**src/rtl/disp_rx_pkg.sv**
```systemverilog
package disp_rx_pkg;
  localparam int BYTE_W = 8;
  localparam int ADDR_W = 5;
  localparam int MODE_W = 5;
  localparam int TCNT_W = 4;
  localparam int PORT_W = 3;
  localparam int PSEL_W = 2;
  localparam int BIT_W  = $clog2(BYTE_W);

  typedef enum logic [1:0] {FR_IDLE, FR_CMD, FR_DATA, FR_SKIP} frame_e;
  typedef enum logic [1:0] {CMD_DATA, CMD_MODE, CMD_TCNT, CMD_PORT} cmd_e;

  function automatic cmd_e cmd_of(input logic [BYTE_W-1:0] b);
    if (b[7:5] == 3'b111)      return CMD_DATA;
    else if (b[7:5] == 3'b110) return CMD_MODE;
    else if (b[7:6] == 2'b10)  return CMD_TCNT;
    else                       return CMD_PORT;
  endfunction
endpackage

```
**src/rtl/disp_rx_filt.sv**
```systemverilog
module disp_rx_filt #(
  parameter logic RST_VAL = 1'b1
) (
  input  logic clk,
  input  logic rst_n,
  input  logic smp_tick,
  input  logic pin,
  output logic lvl
);
  logic sync1_q, sync2_q, last_q, lvl_q;
  logic last_d, lvl_d;

  always_comb begin
    last_d = last_q;
    lvl_d  = lvl_q;
    if (smp_tick) begin
      last_d = sync2_q;
      if (sync2_q == last_q) lvl_d = sync2_q;
    end
  end

  always_ff @(posedge clk or negedge rst_n) begin
    if (!rst_n) begin
      sync1_q <= RST_VAL;
      sync2_q <= RST_VAL;
      last_q  <= RST_VAL;
      lvl_q   <= RST_VAL;
    end else begin
      sync1_q <= pin;
      sync2_q <= sync1_q;
      last_q  <= last_d;
      lvl_q   <= lvl_d;
    end
  end

  assign lvl = lvl_q;


  filt_hold_chk: assert property (@(posedge clk) disable iff (!rst_n)
    !smp_tick |=> $stable(lvl_q));
endmodule

```
**src/rtl/disp_rx_shift.sv**
```systemverilog
module disp_rx_shift
  import disp_rx_pkg::*;
(
  input  logic              clk,
  input  logic              rst_n,
  input  logic              cs_act,
  input  logic              sclk_f,
  input  logic              sdi_f,
  input  logic              rd_arm,
  input  logic [BYTE_W-1:0] rd_data,
  output logic              byte_vld,
  output logic [BYTE_W-1:0] byte_q,
  output logic              rd_mode,
  output logic              sdo
);
  logic              sclk_d_q, cs_d_q, vld_q, rd_q;
  logic [BIT_W-1:0]  bit_q, bit_d;
  logic [BYTE_W-1:0] sh_q, sh_d, byte_r, byte_d, out_q, out_d;
  logic              vld_d, rd_d, rise, start;

  assign rise  = sclk_f & ~sclk_d_q & cs_act;
  assign start = cs_act & ~cs_d_q;

  always_comb begin
    bit_d  = bit_q;
    sh_d   = sh_q;
    byte_d = byte_r;
    vld_d  = 1'b0;
    rd_d   = rd_q;
    out_d  = out_q;
    if (!cs_act) begin
      bit_d = '0;
      rd_d  = 1'b0;
    end else if (rise) begin
      bit_d = bit_q + 1'b1;
      sh_d  = {sdi_f, sh_q[BYTE_W-1:1]};
      if (bit_q == BIT_W'(BYTE_W-1) && !rd_q) begin
        vld_d  = 1'b1;
        byte_d = {sdi_f, sh_q[BYTE_W-1:1]};
      end
      if (rd_q) out_d = out_q >> 1;
    end
    if (start) begin
      rd_d  = rd_arm;
      out_d = rd_data;
    end
  end

  always_ff @(posedge clk or negedge rst_n) begin
    if (!rst_n) begin
      sclk_d_q <= 1'b1;
      cs_d_q   <= 1'b0;
      bit_q    <= '0;
      sh_q     <= '0;
      byte_r   <= '0;
      vld_q    <= 1'b0;
      rd_q     <= 1'b0;
      out_q    <= '0;
    end else begin
      sclk_d_q <= sclk_f;
      cs_d_q   <= cs_act;
      bit_q    <= bit_d;
      sh_q     <= sh_d;
      byte_r   <= byte_d;
      vld_q    <= vld_d;
      rd_q     <= rd_d;
      out_q    <= out_d;
    end
  end

  assign byte_vld = vld_q;
  assign byte_q   = byte_r;
  assign rd_mode  = rd_q;
  assign sdo      = out_q[0];


  bitcnt_clr_chk: assert property (@(posedge clk) disable iff (!rst_n)
    !cs_act |=> bit_q == '0);

  byte_in_frame_chk: assert property (@(posedge clk) disable iff (!rst_n)
    vld_q |-> $past(cs_act));

  rd_no_byte_chk: assert property (@(posedge clk) disable iff (!rst_n)
    rd_q |=> !vld_q);
endmodule

```
**src/rtl/disp_rx_dec.sv**
```systemverilog
module disp_rx_dec
  import disp_rx_pkg::*;
(
  input  logic              clk,
  input  logic              rst_n,
  input  logic              cs_act,
  input  logic              byte_vld,
  input  logic [BYTE_W-1:0] byte_q,
  output logic              ram_we,
  output logic [ADDR_W-1:0] ram_addr,
  output logic [BYTE_W-1:0] ram_wdata,
  output logic              grp_end,
  output logic              byte_end,
  output logic [MODE_W-1:0] mode_q,
  output logic [TCNT_W-1:0] tcnt_q,
  output logic [PORT_W-1:0] port_q,
  output logic [PSEL_W-1:0] psel_q
);
  frame_e            st_q, st_d;
  logic [ADDR_W-1:0] addr_q, addr_d, waddr_q, waddr_d;
  logic [1:0]        grp_q, grp_d, grp_last;
  logic [BYTE_W-1:0] wdata_q, wdata_d;
  logic              we_q, we_d, ge_q, ge_d, be_q;
  logic [MODE_W-1:0] mode_r, mode_d;
  logic [TCNT_W-1:0] tcnt_r, tcnt_d;
  logic [PORT_W-1:0] port_r, port_d;
  logic [PSEL_W-1:0] psel_r, psel_d;

  assign grp_last = mode_r[0] ? 2'd2 : 2'd3;

  always_comb begin
    st_d    = st_q;
    addr_d  = addr_q;
    grp_d   = grp_q;
    waddr_d = waddr_q;
    wdata_d = wdata_q;
    we_d    = 1'b0;
    ge_d    = 1'b0;
    mode_d  = mode_r;
    tcnt_d  = tcnt_r;
    port_d  = port_r;
    psel_d  = psel_r;
    if (st_q == FR_IDLE) st_d = FR_CMD;
    if (byte_vld) begin
      unique case (st_q)
        FR_CMD: begin
          st_d = FR_SKIP;
          unique case (cmd_of(byte_q))
            CMD_DATA: begin
              addr_d = byte_q[ADDR_W-1:0];
              grp_d  = '0;
              st_d   = FR_DATA;
            end
            CMD_MODE: mode_d = byte_q[MODE_W-1:0];
            CMD_TCNT: tcnt_d = byte_q[TCNT_W-1:0];
            CMD_PORT: begin
              port_d = byte_q[PORT_W-1:0];
              psel_d = byte_q[4:3];
            end
          endcase
        end
        FR_DATA: begin
          we_d    = 1'b1;
          waddr_d = addr_q;
          wdata_d = byte_q;
          addr_d  = addr_q + 1'b1;
          ge_d    = (grp_q == grp_last);
          grp_d   = ge_d ? 2'd0 : grp_q + 1'b1;
        end
        default: ;
      endcase
    end
    if (!cs_act) st_d = FR_IDLE;
  end

  always_ff @(posedge clk or negedge rst_n) begin
    if (!rst_n) begin
      st_q    <= FR_IDLE;
      addr_q  <= '0;
      grp_q   <= '0;
      waddr_q <= '0;
      wdata_q <= '0;
      we_q    <= 1'b0;
      ge_q    <= 1'b0;
      be_q    <= 1'b0;
      mode_r  <= '0;
      tcnt_r  <= '0;
      port_r  <= '0;
      psel_r  <= '1;
    end else begin
      st_q    <= st_d;
      addr_q  <= addr_d;
      grp_q   <= grp_d;
      waddr_q <= waddr_d;
      wdata_q <= wdata_d;
      we_q    <= we_d;
      ge_q    <= ge_d;
      be_q    <= byte_vld;
      mode_r  <= mode_d;
      tcnt_r  <= tcnt_d;
      port_r  <= port_d;
      psel_r  <= psel_d;
    end
  end

  assign ram_we    = we_q;
  assign ram_addr  = waddr_q;
  assign ram_wdata = wdata_q;
  assign grp_end   = ge_q;
  assign byte_end  = be_q;
  assign mode_q    = mode_r;
  assign tcnt_q    = tcnt_r;
  assign port_q    = port_r;
  assign psel_q    = psel_r;


  we_on_byte_chk: assert property (@(posedge clk) disable iff (!rst_n)
    we_q |-> be_q);

  byte_end_pulse_chk: assert property (@(posedge clk) disable iff (!rst_n)
    be_q |=> !be_q);

  grp_with_we_chk: assert property (@(posedge clk) disable iff (!rst_n)
    ge_q |-> we_q);

  skip_quiet_chk: assert property (@(posedge clk) disable iff (!rst_n)
    (byte_vld && st_q == FR_SKIP) |=> (!we_q && $stable(mode_r) && $stable(tcnt_r)
                                       && $stable(port_r) && $stable(psel_r)));
endmodule

```
**src/rtl/disp_cmd_rx.sv**
```systemverilog
module disp_cmd_rx
  import disp_rx_pkg::*;
#(
  parameter int SMP_DIV = 25
) (
  input  logic              clk,
  input  logic              rst_n,
  input  logic              cs_n,
  input  logic              sclk,
  input  logic              sdi,
  input  logic              rd_arm,
  input  logic [BYTE_W-1:0] rd_data,
  output logic              sdo,
  output logic              sdo_oe,
  output logic              ram_we,
  output logic [ADDR_W-1:0] ram_addr,
  output logic [BYTE_W-1:0] ram_wdata,
  output logic              grp_end,
  output logic              byte_end,
  output logic [MODE_W-1:0] mode_q,
  output logic [TCNT_W-1:0] tcnt_q,
  output logic [PORT_W-1:0] port_q,
  output logic [PSEL_W-1:0] psel_q
);
  localparam int DIV_W  = (SMP_DIV > 2) ? $clog2(SMP_DIV) : 1;
  localparam int N_PINS = 2;

  logic [DIV_W-1:0]  div_q, div_d;
  logic              tick_q, tick_d;
  logic              cs_s1_q, cs_s2_q, cs_act;
  logic [N_PINS-1:0] raw_pins, flt_pins;
  logic              byte_vld, rd_mode;
  logic [BYTE_W-1:0] byte_q;

  always_comb begin
    tick_d = (div_q == DIV_W'(SMP_DIV-1));
    div_d  = tick_d ? '0 : div_q + 1'b1;
  end

  always_ff @(posedge clk or negedge rst_n) begin
    if (!rst_n) begin
      div_q   <= '0;
      tick_q  <= 1'b0;
      cs_s1_q <= 1'b1;
      cs_s2_q <= 1'b1;
    end else begin
      div_q   <= div_d;
      tick_q  <= tick_d;
      cs_s1_q <= cs_n;
      cs_s2_q <= cs_s1_q;
    end
  end

  assign cs_act   = ~cs_s2_q;
  assign raw_pins = {sdi, sclk};

  for (genvar g = 0; g < N_PINS; g++) begin : g_filt
    disp_rx_filt #(.RST_VAL(1'b1)) u_filt (
      .clk      (clk),
      .rst_n    (rst_n),
      .smp_tick (tick_q),
      .pin      (raw_pins[g]),
      .lvl      (flt_pins[g])
    );
  end

  disp_rx_shift u_shift (
    .clk      (clk),
    .rst_n    (rst_n),
    .cs_act   (cs_act),
    .sclk_f   (flt_pins[0]),
    .sdi_f    (flt_pins[1]),
    .rd_arm   (rd_arm),
    .rd_data  (rd_data),
    .byte_vld (byte_vld),
    .byte_q   (byte_q),
    .rd_mode  (rd_mode),
    .sdo      (sdo)
  );

  disp_rx_dec u_dec (
    .clk       (clk),
    .rst_n     (rst_n),
    .cs_act    (cs_act),
    .byte_vld  (byte_vld),
    .byte_q    (byte_q),
    .ram_we    (ram_we),
    .ram_addr  (ram_addr),
    .ram_wdata (ram_wdata),
    .grp_end   (grp_end),
    .byte_end  (byte_end),
    .mode_q    (mode_q),
    .tcnt_q    (tcnt_q),
    .port_q    (port_q),
    .psel_q    (psel_q)
  );

  assign sdo_oe = ~cs_n & rd_mode;


  oe_frame_chk: assert property (@(posedge clk) disable iff (!rst_n)
    !cs_act |=> !rd_mode);
endmodule

```
**config.mk**
```make
export PLATFORM = sky130hd
export DESIGN_NAME = disp_cmd_rx
export DESIGN_NICKNAME = d
export VERILOG_FILES = /design/src/rtl/disp_rx_pkg.sv /design/src/rtl/disp_rx_filt.sv /design/src/rtl/disp_rx_shift.sv /design/src/rtl/disp_rx_dec.sv /design/src/rtl/disp_cmd_rx.sv
export SDC_FILE = /design/constraint.sdc
export NUM_CORES = 1
export LEC_CHECK = 0
export ABC_AREA = 0
export BUFFER_PORTS_ARGS = -buffer_cell sky130_fd_sc_hd__buf_2
export CAP_MARGIN = 20
export CORE_MARGIN = 8
export CORE_UTILIZATION = 50
export DETAILED_ROUTE_END_ITERATION = 16
export GPL_TIMING_DRIVEN = 0
export PLACE_DENSITY = 0.7
export SLEW_MARGIN = 20
export SYNTH_ARGS = -nofsm -noshare
export SYNTH_HDL_FRONTEND = slang
export SYNTH_HIERARCHICAL = 1
export SYNTH_SLANG_ARGS = --single-unit
```
**constraint.sdc**
```tcl
create_clock -name clk -period 1.9 [get_ports clk]
set_clock_uncertainty 0.1 [all_clocks]
set_input_delay 0.285 -clock clk [delete_from_list [all_inputs] [get_ports clk]]
set_output_delay 0.285 -clock clk [all_outputs]
set_load 0.01 [all_outputs]
```
# --- Yosys cells after proc, flatten, opt, wreduce, memory -nomap -nowiden ---
# Index checks and enable logic that the tools add are counted.
classes:
  add_sub_neg: 4
  eq_ne: 15
  muxes: 32
  bitwise: 8
  reduce_logical: 19
op_table:
  columns: ["op", "count"]
  rows:
  - ["$mux W8", 4]
  - ["$mux W2", 10]
  - ["$reduce_and A3 Y1", 6]
  - ["$mux W1", 12]
  - ["$add A5 B1 Y5 const B", 2]
  - ["$mux W5", 2]
  - ["$pmux W5 S2", 1]
  - ["$reduce_bool A2 Y1", 5]
  - ["$eq A3 B3 Y1 const B", 3]
  - ["$eq A2 B2 Y1 const B", 4]
  - ["$reduce_and A2 Y1", 4]
  - ["$mux W3", 2]
  - ["$eq A5 B5 Y1 const B", 1]
  - ["$and A1 B1 Y1", 4]
  - ["$eq A2 B1 Y1 const B", 2]
  - ["$logic_not A2 Y1", 2]
  - ["$not A1 Y1", 4]
  - ["$pmux W2 S2", 1]
  - ["$add A3 B1 Y3 const B", 1]
  - ["$add A2 B1 Y2 const B", 1]
  - ["$eq A1 B1 Y1", 2]
  - ["$eq A2 B2 Y1", 1]
  - ["$ne A2 B1 Y1 const B", 1]
  - ["$ne A2 B2 Y1 const B", 1]
  - ["2 further kinds", 2]
word_totals:
  register_bits: 86

# --- Longest topological paths before layout ---
# Gate-level depths: netlist of the first run.
depth:
  word_depth: 11
  depth_mapped: 6
  ltp_nobuf: 4

# --- By module ---
# Netlist of the first run, hierarchy kept.
modules_own_cells:
  columns: ["mod", "n_inst", "cells_each", "area_per_inst_um2", "seq_area_each_um2"]
  rows:
  - ["disp_rx_dec", 1, 142, 1645.3, 978.4]
  - ["disp_rx_shift", 1, 83, 1336.3, 752.0]
  - ["disp_cmd_rx", 1, 29, 354.1, 202.7]
  - ["disp_rx_filt", 2, 10, 143.9, 105.1]

# --- Worst setup path before layout of the first run ---
# Ideal clock, no wire load.
synth_timing:
  path_kind: "register -> register"
  start: "register cs_s2_q"
  end: "register u_shift.out_q[0]"
  setup_ns: 0.125
  arrival_ns: 1.425
  t_required_ns: 1.675
  slack_ns: 0.250
  stages_incl_launch_ff: 7
  path_cell_list: "dfstp_2 > inv_1 > buf_6 > nand2b_1 > buf_6 > mux2_4 > mux2_4"
synth_via:
  elab_chain_cells: 4
  word_cells_on_any_way: 8
  cone_classes: "1 x eq/ne; 1 x mux; 3 x bitwise; 3 x reduce/logical"
synth_rtl:
  columns: ["element", "line", "source"]
  rows:
  - ["start, declared", "disp_cmd_rx.sv:30", "logic cs_s1_q, cs_s2_q, cs_act;"]
  - ["start signal, assigned", "disp_cmd_rx.sv:50", "cs_s2_q <= cs_s1_q;"]
  - ["$not A1 Y1 (no source line) (*)", null, null]
  - ["named net cs_act", "disp_cmd_rx.sv:30", null]
  - ["$and A1 B1 Y1 (on tied branches)", "disp_rx_shift.sv:22, disp_rx_shift.sv:21", null]
  - ["$ne A2 B1 Y1 (no source line) or $reduce_bool A2 Y1 (tied branches)", null, null]
  - ["$reduce_and A3 Y1 (no source line)", null, null]
  - ["end signal, assigned", "disp_rx_shift.sv:67", "out_q <= out_d;"]
  - ["end, declared", "disp_rx_shift.sv:18", "logic [BYTE_W-1:0] sh_q, sh_d, byte_r, byte_d, out_q, out_d;"]
# The timed path passes the listed nets; every way through them passes the cells marked *.
# A chain may end at the register's enable or synchronous reset.

# --- Worst setup path in the final report of the first run ---
layout_timing:
  start: "register cs_s2_q"
  end: "register u_shift.out_q[2]"
# The elaborated chain is that of the path after synthesis.

==> tab_implementation.tex, run 1 <==
\begin{tabular}{lr}
\hline
Metric & Value \\
\hline
\multicolumn{2}{l}{\textbf{Worst setup path}} \\
Type of destination of the critical path & register \\
Reg2reg end & u\_shift/out\_q[2]\$\_DFFE\_PN0P\_ \\
Start of the worst register-to-register path & cs\_s2\_q\$\_DFF\_PN1\_ \\
Register-to-Register Path Depth & 6 \\
Crit-path max FO & 9 \\
Critical path startpoint category & register \\
Required @ worst endpoint & 2030 ps \\
Arrival time reported for the critical path endpoint & 1890 ps \\
R2r setup slk & 140 ps \\
Crit path to & u\_shift/out\_q[2]\$\_DFFE\_PN0P\_ \\
Start point of the critical path & cs\_s2\_q\$\_DFF\_PN1\_ \\
Critical setup path kind & register to register \\
\multicolumn{2}{l}{\textbf{Timing}} \\
Unrepaired setup endpoints after global routing & false \\
Slew at the pin closest to its max-slew limit & 463 ps \\
Final setup vio count & 0 \\
Share of the cycle needed by the critical path after routing & 0.927 \\
Final Slew Violations & 0 \\
Relative slew slack & 0.690 \\
Final Hold Violating Endpoints & 0 \\
Final Critical Period & 1760 ps \\
Highest attainable clock frequency & 568 MHz \\
\multicolumn{2}{l}{\textbf{Power}} \\
Peak VDD IR & 0.597 mV \\
Power per standard cell area & 820 mW/mm² \\
Total power after layout & 3.49 mW \\
Leakage power & 2.21 nW \\
\multicolumn{2}{l}{\textbf{Synth}} \\
Seq/Total Area, Yosys & 0.592 \\
FFs w/ async S/R, synth & 1.00 \\
Yosys reg bits & 85 \\
Top cell type's share of synthesized area & 0.497 \\
Number of flops mapped to enable cells by yosys & 0 \\
Top cell type by total area after synthesis & sky130\_fd\_sc\_hd\_\_dfrtp\_1 \\
Number of cells produced by synthesis & 274 \\
Synthesized area per cell & 13.2 µm² \\
Most used flip-flop cell after synthesis & sky130\_fd\_sc\_hd\_\_dfrtp\_1 \\
Summed instance area of the synthesized netlist & 0.00362 mm² \\
Synthesized netlist net count & 293 \\
Synth top area cells & sky130\_fd\_sc\_hd\_\_dfrtp\_1 50\%, sky130\_fd\_sc\_hd\_\_dfstp\_2 9.4\%, sky130\_fd\_sc\_hd\_\_mux2\_2 9.0\%, sky130\_fd\_sc\_hd\_\_mux2\_4 5.8\%, sky130\_fd\_sc\_hd\_\_nand2\_1 4.9\% \\
Synthesis warning total & 6 \\
Number of different library cells in the post-synthesis netlist & 48 \\
\multicolumn{2}{l}{\textbf{Cells and area}} \\
Final Net Count & 354 \\
Diode count & 0 \\
Ratio of cells with drive above 1 in the final layout & 0.400 \\
FILL cells & 602 \\
Final Util & 0.596 \\
Area of all placed cells without fillers & 0.00425 mm² \\
Post-Layout Cell Count & 439 \\
Area growth, synth to finish & 17.4\% \\
\multicolumn{2}{l}{\textbf{Global routing}} \\
Wire length of the first global-routing pass & 11.5 mm \\
Pin count of the biggest net entering global routing & 53 \\
Leftover overflow at the end of global routing & 0 \\
Via count of the first global-routing pass & 2,404 \\
Total global-route track usage & 0.143 \\
Initial antenna violation count & 0 \\
\multicolumn{2}{l}{\textbf{Drt}} \\
Routed vias & 2,251 \\
First-pass iteration count of the detailed router & 4 \\
Average detailed-routed wire length per instance & 15.2 µm \\
ANT nets after route & 0 \\
Iteration-0 DRC count of the detailed router & 54 \\
Detailed-route vias per instance & 5.13 \\
DRC violation count after routing & 0 \\
WL final & 6.66 mm \\
\multicolumn{2}{l}{\textbf{Floorplan}} \\
Floorplan die area & 0.0102 mm² \\
Initial standard-cell utilization of the core & 0.508 \\
Die Y & 101 µm \\
Die width & 101 µm \\
Ports placed on the boundary & 46 \\
Area of the core region & 0.00714 mm² \\
Floorplan row count & 31 \\
\multicolumn{2}{l}{\textbf{CTS}} \\
Clock Pin Slew Worst Setup and Hold Paths & 80 ps \\
Worst-Skew Late Latency & 350 ps \\
TritonCTS Buffers & 9 \\
Number of H-tree levels & 3 \\
CTS tree & built \\
Total number of clock tree sinks & 85 \\
Number of buffers between clock root and the deepest sink & 2 \\
Cell chosen for the clock root & sky130\_fd\_sc\_hd\_\_clkbuf\_8 \\
Post-cts resize count & 0 \\
\multicolumn{2}{l}{\textbf{Placed design}} \\
Placed inst area & 0.00400 mm² \\
Post-DP HPWL & 4.66 mm \\
Routability Congestion & 0.806 \\
Count of buffers inserted at the top-level ports & 45 \\
Cells after DPL & 419 \\
\multicolumn{2}{l}{\textbf{Flow run}} \\
Max-cap check violation count & 0 \\
\multicolumn{2}{l}{\textbf{Status}} \\
Result of the run & complete, no violations \\
\multicolumn{2}{l}{\textbf{Min path}} \\
Path class of the lowest-slack min-delay path & input port to register \\
\hline
\end{tabular}
## cell usage in the layout (no fill, tap or decap), types with 2 or more instances in the layout
| cell | n |
|---|---|
| sky130_fd_sc_hd__dfrtp_1 | 72 |
| sky130_fd_sc_hd__nand2_1 | 47 |
| sky130_fd_sc_hd__buf_2 | 46 |
| sky130_fd_sc_hd__mux2_2 | 29 |
| sky130_fd_sc_hd__mux2_4 | 14 |
| sky130_fd_sc_hd__dfstp_2 | 13 |
| sky130_fd_sc_hd__clkbuf_8 | 11 |
| sky130_fd_sc_hd__o21ai_0 | 8 |
| sky130_fd_sc_hd__inv_1 | 8 |
| sky130_fd_sc_hd__nor2b_1 | 8 |
| sky130_fd_sc_hd__nand2b_1 | 5 |
| sky130_fd_sc_hd__ha_1 | 5 |
| sky130_fd_sc_hd__and3_1 | 4 |
| sky130_fd_sc_hd__nor2_1 | 4 |
| sky130_fd_sc_hd__dlygate4sd3_1 | 4 |
| sky130_fd_sc_hd__buf_6 | 4 |
| sky130_fd_sc_hd__and4b_1 | 3 |
| sky130_fd_sc_hd__and2_1 | 3 |
| sky130_fd_sc_hd__and3b_1 | 3 |
| sky130_fd_sc_hd__a21oi_1 | 3 |
| sky130_fd_sc_hd__nor3_1 | 3 |
| sky130_fd_sc_hd__nand3_1 | 3 |
| sky130_fd_sc_hd__mux2i_1 | 3 |
| sky130_fd_sc_hd__clkinvlp_4 | 2 |
| sky130_fd_sc_hd__o2bb2ai_2 | 2 |
| sky130_fd_sc_hd__buf_4 | 2 |
| sky130_fd_sc_hd__nand4b_4 | 2 |
| sky130_fd_sc_hd__a211oi_1 | 2 |
## layout make-up
class	instances	area, µm²	share of cell area
Clock inverter	5	58.8	0.0138
Multi-Input combinational cell	173	1380	0.325
Sequential cell	85	2140	0.504
Tap cell	99	124	0.0291
Buffer	7	62.6	0.0147
Inverter	9	33.8	0.00794
Clock buffer	11	151	0.0356
Timing Repair Buffer	50	295	0.0694
## cells by family after synthesis
kind of cell / synth area share
xor+xnor: 0.00484
flops: 0.592
fa+ha+maj: 0.0173
mux: 0.156
compound gates: 0.0622
buf+inv: 0.0266
simple gates: 0.141
## how the worst min path moves through the flow
stage          cells after the start                                 end                          startpoint
6_report                           3        u_shift/out_q[7]$_DFFE_PN0P_                          rd_data[7]
2_1_floorplan                      0                  div_q[0]$_DFF_PN0_                               rst_n
3_5_place_dp                       1         u_dec/port_q[2]$_DFFE_PN0P_                               rst_n
4_1_cts                            3        u_shift/out_q[7]$_DFFE_PN0P_                          rd_data[7]
3_3_place_gp                       0  g_filt[0].u_filt/sync2_q$_DFF_PN1_  g_filt[0].u_filt/sync1_q$_DFF_PN1_
5_1_grt                            3        u_shift/out_q[7]$_DFFE_PN0P_                          rd_data[7]
## synth_stat cells (all sizes together), types with 4 or more instances
cell type,instances
ha,5
nor2b,8
nor3,4
o21ai,8
nand2,47
nor2,4
inv,9
mux2,43
dfrtp,72
buf,7
dfstp,13
nand2b,5
and3,4
## sequential cells by signal (all words and copies together), names as in the netlist, 3 cells and up
| name | count |
|---|---|
| u_dec/tcnt_q | 4 |
| u_dec/addr_q | 5 |
| u_dec/port_q | 3 |
| u_shift/sh_q | 7 |
| u_dec/ram_addr | 5 |
| u_shift/byte_q | 8 |
| u_shift/out_q | 8 |
| div_q | 5 |
| u_dec/ram_wdata | 8 |
| u_dec/mode_q | 5 |
| u_shift/bit_q | 3 |
## power breakdown
| group | leakage (nW) | internal, mW | switching (mW) |
|---|---|---|---|
| clock network | 0.102 | 0.679 | 0.619 |
| registers | 1.11 | 1.88 | 0.0399 |
| logic | 1.00 | 0.171 | 0.0930 |
## worst max-delay path, stage by stage (launching register included)
cell and delay (ps):
sky130_fd_sc_hd__dfstp_2 520, sky130_fd_sc_hd__inv_1 70, sky130_fd_sc_hd__buf_6 150, sky130_fd_sc_hd__nand2b_1 80
sky130_fd_sc_hd__buf_6 150, sky130_fd_sc_hd__mux2_4 310, sky130_fd_sc_hd__mux2_4 260
## stage by stage
stage | setup slack (ps) | hold WS, ps | setup TNS (ps)
floorplan | 250 | -111 | 0
global placement | -229 | 246 | -16280
detailed placement | 146 | 167 | 0
CTS | 135 | 19.8 | 0
global route | 50.3 | 54.2 | 0
finish | 140 | 41.5 | 0
## what timing repair did
action / in CTS / in global routing
hold buffers: 4 / 0
setup buffers: 0 / 0
hold endpoints to repair: 34 / 0
## metal layers
layer	vias up	track usage	routed length, µm
met5	-	0	0
met4	0	0.0584	97
met3	9	0.0447	345
met2	43	0.243	3420
met1	1127	0.164	2800
li1	1072	-	-
Power figures use the tool's default switching activity.
==> run 2, diff against run 1 <==
- CORE_UTILIZATION: 50 -> 35
- CTS_BUF_LIST: default -> sky130_fd_sc_hd__clkbuf_4 sky130_fd_sc_hd__clkbuf_8 sky130_fd_sc_hd__clkbuf_16
- PLACE_DENSITY: 0.7 -> default
==> run 2 against run 1 <==
Via count is essentially flat. Wire length grew 2.2%. Critical path depth is the same. Critical endpoint unchanged. Core utilization shrank 17 points. Non-clock buffer count is the same. Global-route usage shrank 4.0 points. First-iteration DRC count grew 87%. Register-to-register slack gained 20 ps. Clock power is essentially flat. Final cell count grew 8.4%. Total power shrank 0.47%. Worst hold slack gained 11 ps.
==> tab_implementation.tex, run 2 (synthesized netlist as in run 1, its figures left out) <==
\begin{tabular}{lr}
\hline
Metric & Value \\
\hline
\multicolumn{2}{l}{\textbf{Worst setup path}} \\
Critical path startpoint category & register \\
Crit-path max FO & 9 (unchanged) \\
Critical setup path kind & register to register \\
Arrival time reported for the critical path endpoint & 1880 ps (about the same) \\
Required @ worst endpoint & 2040 ps (about the same) \\
Type of destination of the critical path & register \\
\multicolumn{2}{l}{\textbf{CTS}} \\
Setup repair bufs after CTS & 0 (unchanged) \\
Number of H-tree levels & 3 (unchanged) \\
Clock Pin Slew Worst Setup and Hold Paths & 80 ps (about the same) \\
Cell chosen for the clock root & sky130\_fd\_sc\_hd\_\_clkbuf\_8 \\
TritonCTS Buffers & 9 (unchanged) \\
Number of buffers between clock root and the deepest sink & 2 (unchanged) \\
Total number of clock tree sinks & 85 (unchanged) \\
Worst-Skew Late Latency & 350 ps (about the same) \\
CTS tree & built \\
Post-cts resize count & 0 (unchanged) \\
\multicolumn{2}{l}{\textbf{Timing}} \\
Worst hold margin & 52.1 ps (+10.6 ps) \\
Highest attainable clock frequency & 574 MHz (+1.1\%) \\
Final Critical Period & 1740 ps (-18.8 ps) \\
Slew at the pin closest to its max-slew limit & 496 ps (+33.0 ps) \\
Relative slew slack & 0.668 (-0.0221) \\
Final setup vio count & 0 (unchanged) \\
Final Hold Violating Endpoints & 0 (unchanged) \\
Final Worst Setup Slack & 158 ps (+18.8 ps) \\
Unrepaired setup endpoints after global routing & false \\
Share of the cycle needed by the critical path after routing & 0.917 (-0.00989) \\
Final Slew Violations & 0 (unchanged) \\
\multicolumn{2}{l}{\textbf{Cells and area}} \\
Area growth, synth to finish & 18.4\% \\
Area of all placed cells without fillers & 0.00429 mm² (+0.85\%) \\
FILL cells & 997 (+66\%) \\
Ratio of cells with drive above 1 in the final layout & 0.400 (unchanged) \\
Post-Layout Cell Count & 476 (+8.4\%) \\
Commonest non-fill, non-tap cell in the layout & sky130\_fd\_sc\_hd\_\_dfrtp\_1 \\
Final Net Count & 354 (unchanged) \\
Diode count & 0 (unchanged) \\
Most used cells in the layout excluding fill and tap cells & 72 x sky130\_fd\_sc\_hd\_\_dfrtp\_1, 47 x sky130\_fd\_sc\_hd\_\_nand2\_1, 46 x sky130\_fd\_sc\_hd\_\_buf\_2, 29 x sky130\_fd\_sc\_hd\_\_mux2\_2, 14 x sky130\_fd\_sc\_hd\_\_mux2\_4 \\
\multicolumn{2}{l}{\textbf{Drt}} \\
Wire length on met2 & 3.32 mm (-2.8\%) \\
Highest routing layer actually used & met4 \\
Wl on met1 & 3.12 mm (+11\%) \\
DRC violation count after routing & 0 (unchanged) \\
Detailed-route vias per instance & 4.72 (-7.9\%) \\
Average detailed-routed wire length per instance & 14.3 µm (-5.7\%) \\
WL met3 & 231 µm (-33\%) \\
ANT nets after route & 0 (unchanged) \\
WL final & 6.81 mm (+2.2\%) \\
Routed vias & 2,249 (-0.089\%) \\
First-pass iteration count of the detailed router & 4 (unchanged) \\
Iteration-0 DRC count of the detailed router & 101 (+87\%) \\
\multicolumn{2}{l}{\textbf{Global routing}} \\
Via count of the first global-routing pass & 2,417 (+0.54\%) \\
Total global-route track usage & 0.104 (-0.0396) \\
Initial antenna violation count & 0 (unchanged) \\
Leftover overflow at the end of global routing & 0 (unchanged) \\
Pin count of the biggest net entering global routing & 51 (-3.8\%) \\
Wire length of the first global-routing pass & 11.8 mm (+2.6\%) \\
\multicolumn{2}{l}{\textbf{Floorplan}} \\
Die width & 118 µm (+16\%) \\
Ports placed on the boundary & 46 (unchanged) \\
Area of the core region & 0.0102 mm² (+43\%) \\
Floorplan row count & 37 (+19\%) \\
Die Y & 118 µm (+16\%) \\
Initial standard-cell utilization of the core & 0.356 (-0.152) \\
Floorplan die area & 0.0139 mm² (+36\%) \\
\multicolumn{2}{l}{\textbf{Placed design}} \\
Placed inst area & 0.00405 mm² (+1.2\%) \\
Placement Setup Slack & 156 ps (+9.88 ps) \\
Count of buffers inserted at the top-level ports & 45 (unchanged) \\
Post-DP HPWL & 4.70 mm (+0.93\%) \\
Routability Congestion & 0.753 (-6.6\%) \\
Cells after DPL & 456 (+8.8\%) \\
\multicolumn{2}{l}{\textbf{Power}} \\
Leakage power & 2.22 nW (about the same) \\
Power per standard cell area & 809 mW/mm² (-1.3\%) \\
Peak VDD IR & 0.322 mV (-46\%) \\
Total power after layout & 3.47 mW (-0.47\%) \\
\multicolumn{2}{l}{\textbf{Status}} \\
Result of the run & complete, no violations \\
\multicolumn{2}{l}{\textbf{Flow run}} \\
Max-cap check violation count & 0 (unchanged) \\
\multicolumn{2}{l}{\textbf{Min path}} \\
Path class of the lowest-slack min-delay path & input port to register \\
\hline
\end{tabular}
## run 2: cell types whose count changed in the layout (fill, tap and decap cells not counted), sizes merged
cell and delta:
clkbuf +1, clkinvlp -1
## run 2: worst paths after layout
path | startpoint | endpoint | slack [ps] | cells after the start
setup / recovery | cs_s2_q$_DFF_PN1_ | u_shift/out_q[2]$_DFFE_PN0P_ | 160 | 6
hold / removal | rd_data[7] | u_shift/out_q[7]$_DFFE_PN0P_ | 50 | 3
setup reg to reg | cs_s2_q$_DFF_PN1_ | u_shift/out_q[2]$_DFFE_PN0P_ | 160 | 6
hold reg to reg | cs_s1_q$_DFF_PN1_ | cs_s2_q$_DFF_PN1_ | 250 | 0
max in group asynchronous | rst_n | u_dec/psel_q[1]$_DFFE_PN1P_ | 700 | 3
min in group asynchronous | rst_n | div_q[4]$_DFF_PN0_ | 330 | 2
## run 2: layer usage
layer | up-vias | GRT usage
li1 | 1082 | -
met1 | 1117 | 0.123
met2 | 40 | 0.170
met3 | 10 | 0.0254
met4 | 0 | 0.0552
met5 | - | 0
## run 2: worst max-delay path: stages (launching register included)
cell	delay, ps
sky130_fd_sc_hd__dfstp_2	520
sky130_fd_sc_hd__inv_1	70
sky130_fd_sc_hd__buf_6	150
sky130_fd_sc_hd__nand2b_1	80
sky130_fd_sc_hd__buf_6	150
sky130_fd_sc_hd__mux2_4	310
sky130_fd_sc_hd__mux2_4	250
## run 2: layout make-up
cell class                 instances  area [µm²]  area share
clock inverter                     4        47.5      0.0111
clock buffer                      12         153      0.0356
buffer                             7        62.6      0.0146
sequential                        85        2140       0.500
multi-input combinational        173        1380       0.323
inverter                           9        33.8     0.00788
tap                              136         170      0.0397
timing repair buffer              50         295      0.0688
## run 2: stage by stage
stage / setup TNS (ps) / util
floorplan: 0 / -
global placement: -19210 / 0.395
detailed placement: 0 / 0.398
CTS: 0 / 0.421
global route: 0 / 0.421
finish: 0 / 0.421
## run 2: repair_timing
action,in CTS,in global routing
hold endpoints to repair,30,0
hold buffers,4,0
setup endpoints to repair,0,0
## run 2: where the power goes
group / total [mW] / switching [mW] / internal, mW
registers: 1.92 / 0.0389 / 1.88
clock network: 1.28 / 0.614 / 0.669
logic: 0.263 / 0.0923 / 0.170
total: 3.47 / 0.746 / 2.72
==> run 3, diff against run 2 <==
- CORE_UTILIZATION: 35 -> 45
- clock period: 1.9 -> 2.05 ns (I/O delays scaled with it)
==> run 3 against run 2 <==
Sequential power is 7% lower. Global-route usage is 2.0 points higher. Sequential share of layout area is 0.28 points higher. Wire length is 6.1% lower. Non-clock buffer count stayed put. Clock-buffer cell count stayed put. Core utilization is 13 points higher. Final cell count is 7.1% lower. Worst setup slack better by 170 ps. Total power is 4.9% lower. Clock power hardly changed. Fmax is 1.2% higher. Highest routed layer unchanged.
==> tab_implementation.tex, run 3 (synthesized netlist as in run 1, its figures left out) <==
\begin{tabular}{lr}
\hline
Metric & Value \\
\hline
\multicolumn{2}{l}{\textbf{Power}} \\
Total power after layout & 3.30 mW (-4.9\%) \\
Leakage power & 2.22 nW (+0.34\%) \\
Power per standard cell area & 774 mW/mm² (-4.4\%) \\
Peak VDD IR & 0.397 mV (+23\%) \\
\multicolumn{2}{l}{\textbf{Global routing}} \\
Wire length of the first global-routing pass & 11.4 mm (-3.7\%) \\
Total global-route track usage & 0.124 (+0.0199) \\
Via count of the first global-routing pass & 2,319 (-4.1\%) \\
Leftover overflow at the end of global routing & 0 (unchanged) \\
Initial antenna violation count & 0 (unchanged) \\
Pin count of the biggest net entering global routing & 54 (+5.9\%) \\
\multicolumn{2}{l}{\textbf{Floorplan}} \\
Die width & 106 µm (-10\%) \\
Die Y & 106 µm (-10\%) \\
Initial standard-cell utilization of the core & 0.466 (+0.111) \\
Floorplan row count & 32 (-14\%) \\
Floorplan die area & 0.0112 mm² (-19\%) \\
Ports placed on the boundary & 46 (unchanged) \\
Area of the core region & 0.00777 mm² (-24\%) \\
\multicolumn{2}{l}{\textbf{Drt}} \\
Detailed-route vias per instance & 5.06 (+7.0\%) \\
WL final & 6.39 mm (-6.1\%) \\
DRC violation count after routing & 0 (unchanged) \\
Iteration-0 DRC count of the detailed router & 90 (-11\%) \\
Average detailed-routed wire length per instance & 14.5 µm (+1.1\%) \\
ANT nets after route & 0 (unchanged) \\
Routed vias & 2,235 (-0.62\%) \\
First-pass iteration count of the detailed router & 4 (unchanged) \\
\multicolumn{2}{l}{\textbf{Timing}} \\
Highest attainable clock frequency & 581 MHz (+1.2\%) \\
Final Slew Violations & 0 (unchanged) \\
Share of the cycle needed by the critical path after routing & 0.840 (-0.0769) \\
Relative slew slack & 0.688 (+0.0201) \\
Worst hold margin & 76.5 ps (+24.4 ps) \\
Slew at the pin closest to its max-slew limit & 466 ps (-30.0 ps) \\
Final Hold Violating Endpoints & 0 (unchanged) \\
Final Critical Period & 1720 ps (-20.2 ps) \\
Unrepaired setup endpoints after global routing & false \\
Final setup vio count & 0 (unchanged) \\
\multicolumn{2}{l}{\textbf{CTS}} \\
Cell chosen for the clock root & sky130\_fd\_sc\_hd\_\_clkbuf\_8 \\
CTS tree & built \\
Cts-stage hold buffer count & 4 (unchanged) \\
Total number of clock tree sinks & 85 (unchanged) \\
Post-cts resize count & 0 (unchanged) \\
Number of buffers between clock root and the deepest sink & 2 (unchanged) \\
Clock Pin Slew Worst Setup and Hold Paths & 80 ps (about the same) \\
TritonCTS Buffers & 9 (unchanged) \\
Setup repair bufs after CTS & 0 (unchanged) \\
Number of H-tree levels & 3 (unchanged) \\
Worst-Skew Late Latency & 340 ps (about the same) \\
\multicolumn{2}{l}{\textbf{Placed design}} \\
Post-DP HPWL & 4.47 mm (-4.8\%) \\
Placed inst area & 0.00401 mm² (-1.1\%) \\
Cells after DPL & 422 (-7.5\%) \\
Routability Congestion & 0.765 (+1.6\%) \\
Count of buffers inserted at the top-level ports & 45 (unchanged) \\
\multicolumn{2}{l}{\textbf{Cells and area}} \\
Diode count & 0 (unchanged) \\
Footprint of the flip-flops and latches & 0.00214 mm² (unchanged) \\
FILL cells & 693 (-30\%) \\
Multi-input gate area & 0.00138 mm² (unchanged) \\
Commonest non-fill, non-tap cell in the layout & sky130\_fd\_sc\_hd\_\_dfrtp\_1 \\
Post-Layout Cell Count & 442 (-7.1\%) \\
Final Net Count & 354 (unchanged) \\
Final Util & 0.549 (+0.128) \\
Area of all placed cells without fillers & 0.00427 mm² (-0.55\%) \\
Most used cells in the layout excluding fill and tap cells & 72 x sky130\_fd\_sc\_hd\_\_dfrtp\_1, 47 x sky130\_fd\_sc\_hd\_\_nand2\_1, 46 x sky130\_fd\_sc\_hd\_\_buf\_2, 29 x sky130\_fd\_sc\_hd\_\_mux2\_2, 14 x sky130\_fd\_sc\_hd\_\_mux2\_4 \\
Area growth, synth to finish & 17.7\% \\
Ratio of cells with drive above 1 in the final layout & 0.400 (unchanged) \\
\multicolumn{2}{l}{\textbf{Worst setup path}} \\
Crit path max-delay family & flip-flops \\
Most prevalent standard cell on the critical path & sky130\_fd\_sc\_hd\_\_buf\_6 \\
Standard cell with the maximum stage delay on the critical path & sky130\_fd\_sc\_hd\_\_dfstp\_2 \\
Buffers and inverters on the worst path & 3 (unchanged) \\
Highest cell delay on the worst timing path & 520 ps (about the same) \\
Cells traversed along the worst timing path & inv\_1, buf\_6, nor2b\_1, a31o\_1, buf\_6, mux2\_4 \\
Critical path startpoint category & register \\
Register-to-Register Path Depth & 6 (unchanged) \\
Arrival time reported for the critical path endpoint & 1850 ps (-30 ps) \\
Number of gates on the worst path with buffers counted & 6 (unchanged) \\
Required @ worst endpoint & 2180 ps (+140 ps) \\
Crit-path max FO & 9 (unchanged) \\
Critical setup path kind & register to register \\
Type of destination of the critical path & register \\
\multicolumn{2}{l}{\textbf{Min path}} \\
Cell depth of the worst hold path & 3 (unchanged) \\
Path class of the lowest-slack min-delay path & input port to register \\
\multicolumn{2}{l}{\textbf{Status}} \\
Result of the run & complete, no violations \\
\multicolumn{2}{l}{\textbf{Flow run}} \\
Max-cap check violation count & 0 (unchanged) \\
\hline
\end{tabular}
run 3: cell count changes in the layout (fill, tap and decap cells not counted):
cell	before	now
sky130_fd_sc_hd__clkinv_2	2	1
sky130_fd_sc_hd__bufinv_16	1	2
sky130_fd_sc_hd__clkbuf_8	10	9
sky130_fd_sc_hd__clkbuf_4	2	3
run 3: per-stage QoR:
stage / setup TNS (ps) / worst slack, ps
detailed placement: 0 / 329
floorplan: 0 / 400
global route: 0 / 239
finish: 0 / 329
CTS: 0 / 327
global placement: -9560 / -140
run 3: cell type report:
class | instances | share of cell area
buffer | 7 | 0.0147
clock buffer | 12 | 0.0343
clock inverter | 4 | 0.0170
inverter | 9 | 0.00792
multi-input combinational | 173 | 0.324
sequential | 85 | 0.502
tap | 102 | 0.0299
timing repair buffer | 50 | 0.0692
run 3: final timing paths:
| path | from | slack [ps] | endpoint |
|---|---|---|---|
| setup / recovery | cs_s2_q$_DFF_PN1_ | 330 | u_shift/out_q[6]$_DFFE_PN0P_ |
| max in group asynchronous | rst_n | 840 | u_shift/sclk_d_q$_DFF_PN1_ |
| hold / removal | rd_data[7] | 80 | u_shift/out_q[7]$_DFFE_PN0P_ |
| setup reg to reg | cs_s2_q$_DFF_PN1_ | 330 | u_shift/out_q[6]$_DFFE_PN0P_ |
| min in group asynchronous | rst_n | 360 | u_dec/ram_we$_DFF_PN0_ |
| hold reg to reg | cs_s1_q$_DFF_PN1_ | 260 | cs_s2_q$_DFF_PN1_ |
run 3: worst reg2reg max path: stages, from the launching register on:
cell and delay [ps]:
sky130_fd_sc_hd__dfstp_2 520, sky130_fd_sc_hd__inv_1 70, sky130_fd_sc_hd__buf_6 140, sky130_fd_sc_hd__nor2b_1 150, sky130_fd_sc_hd__a31o_1 200, sky130_fd_sc_hd__buf_6 150
sky130_fd_sc_hd__mux2_4 300
run 3: layer usage:
layer | share of wire | global-route usage | vias up
met5 | 0 | 0 | -
met4 | 0.013 | 0.0472 | 0
met3 | 0.043 | 0.0365 | 7
met2 | 0.49 | 0.194 | 35
met1 | 0.45 | 0.157 | 1120
li1 | - | - | 1073
run 3: power by group:
group / internal (mW) / total (mW) / switching (mW)
clock network: 0.726 / 1.28 / 0.549
logic: 0.158 / 0.240 / 0.0820
registers: 1.75 / 1.78 / 0.0380
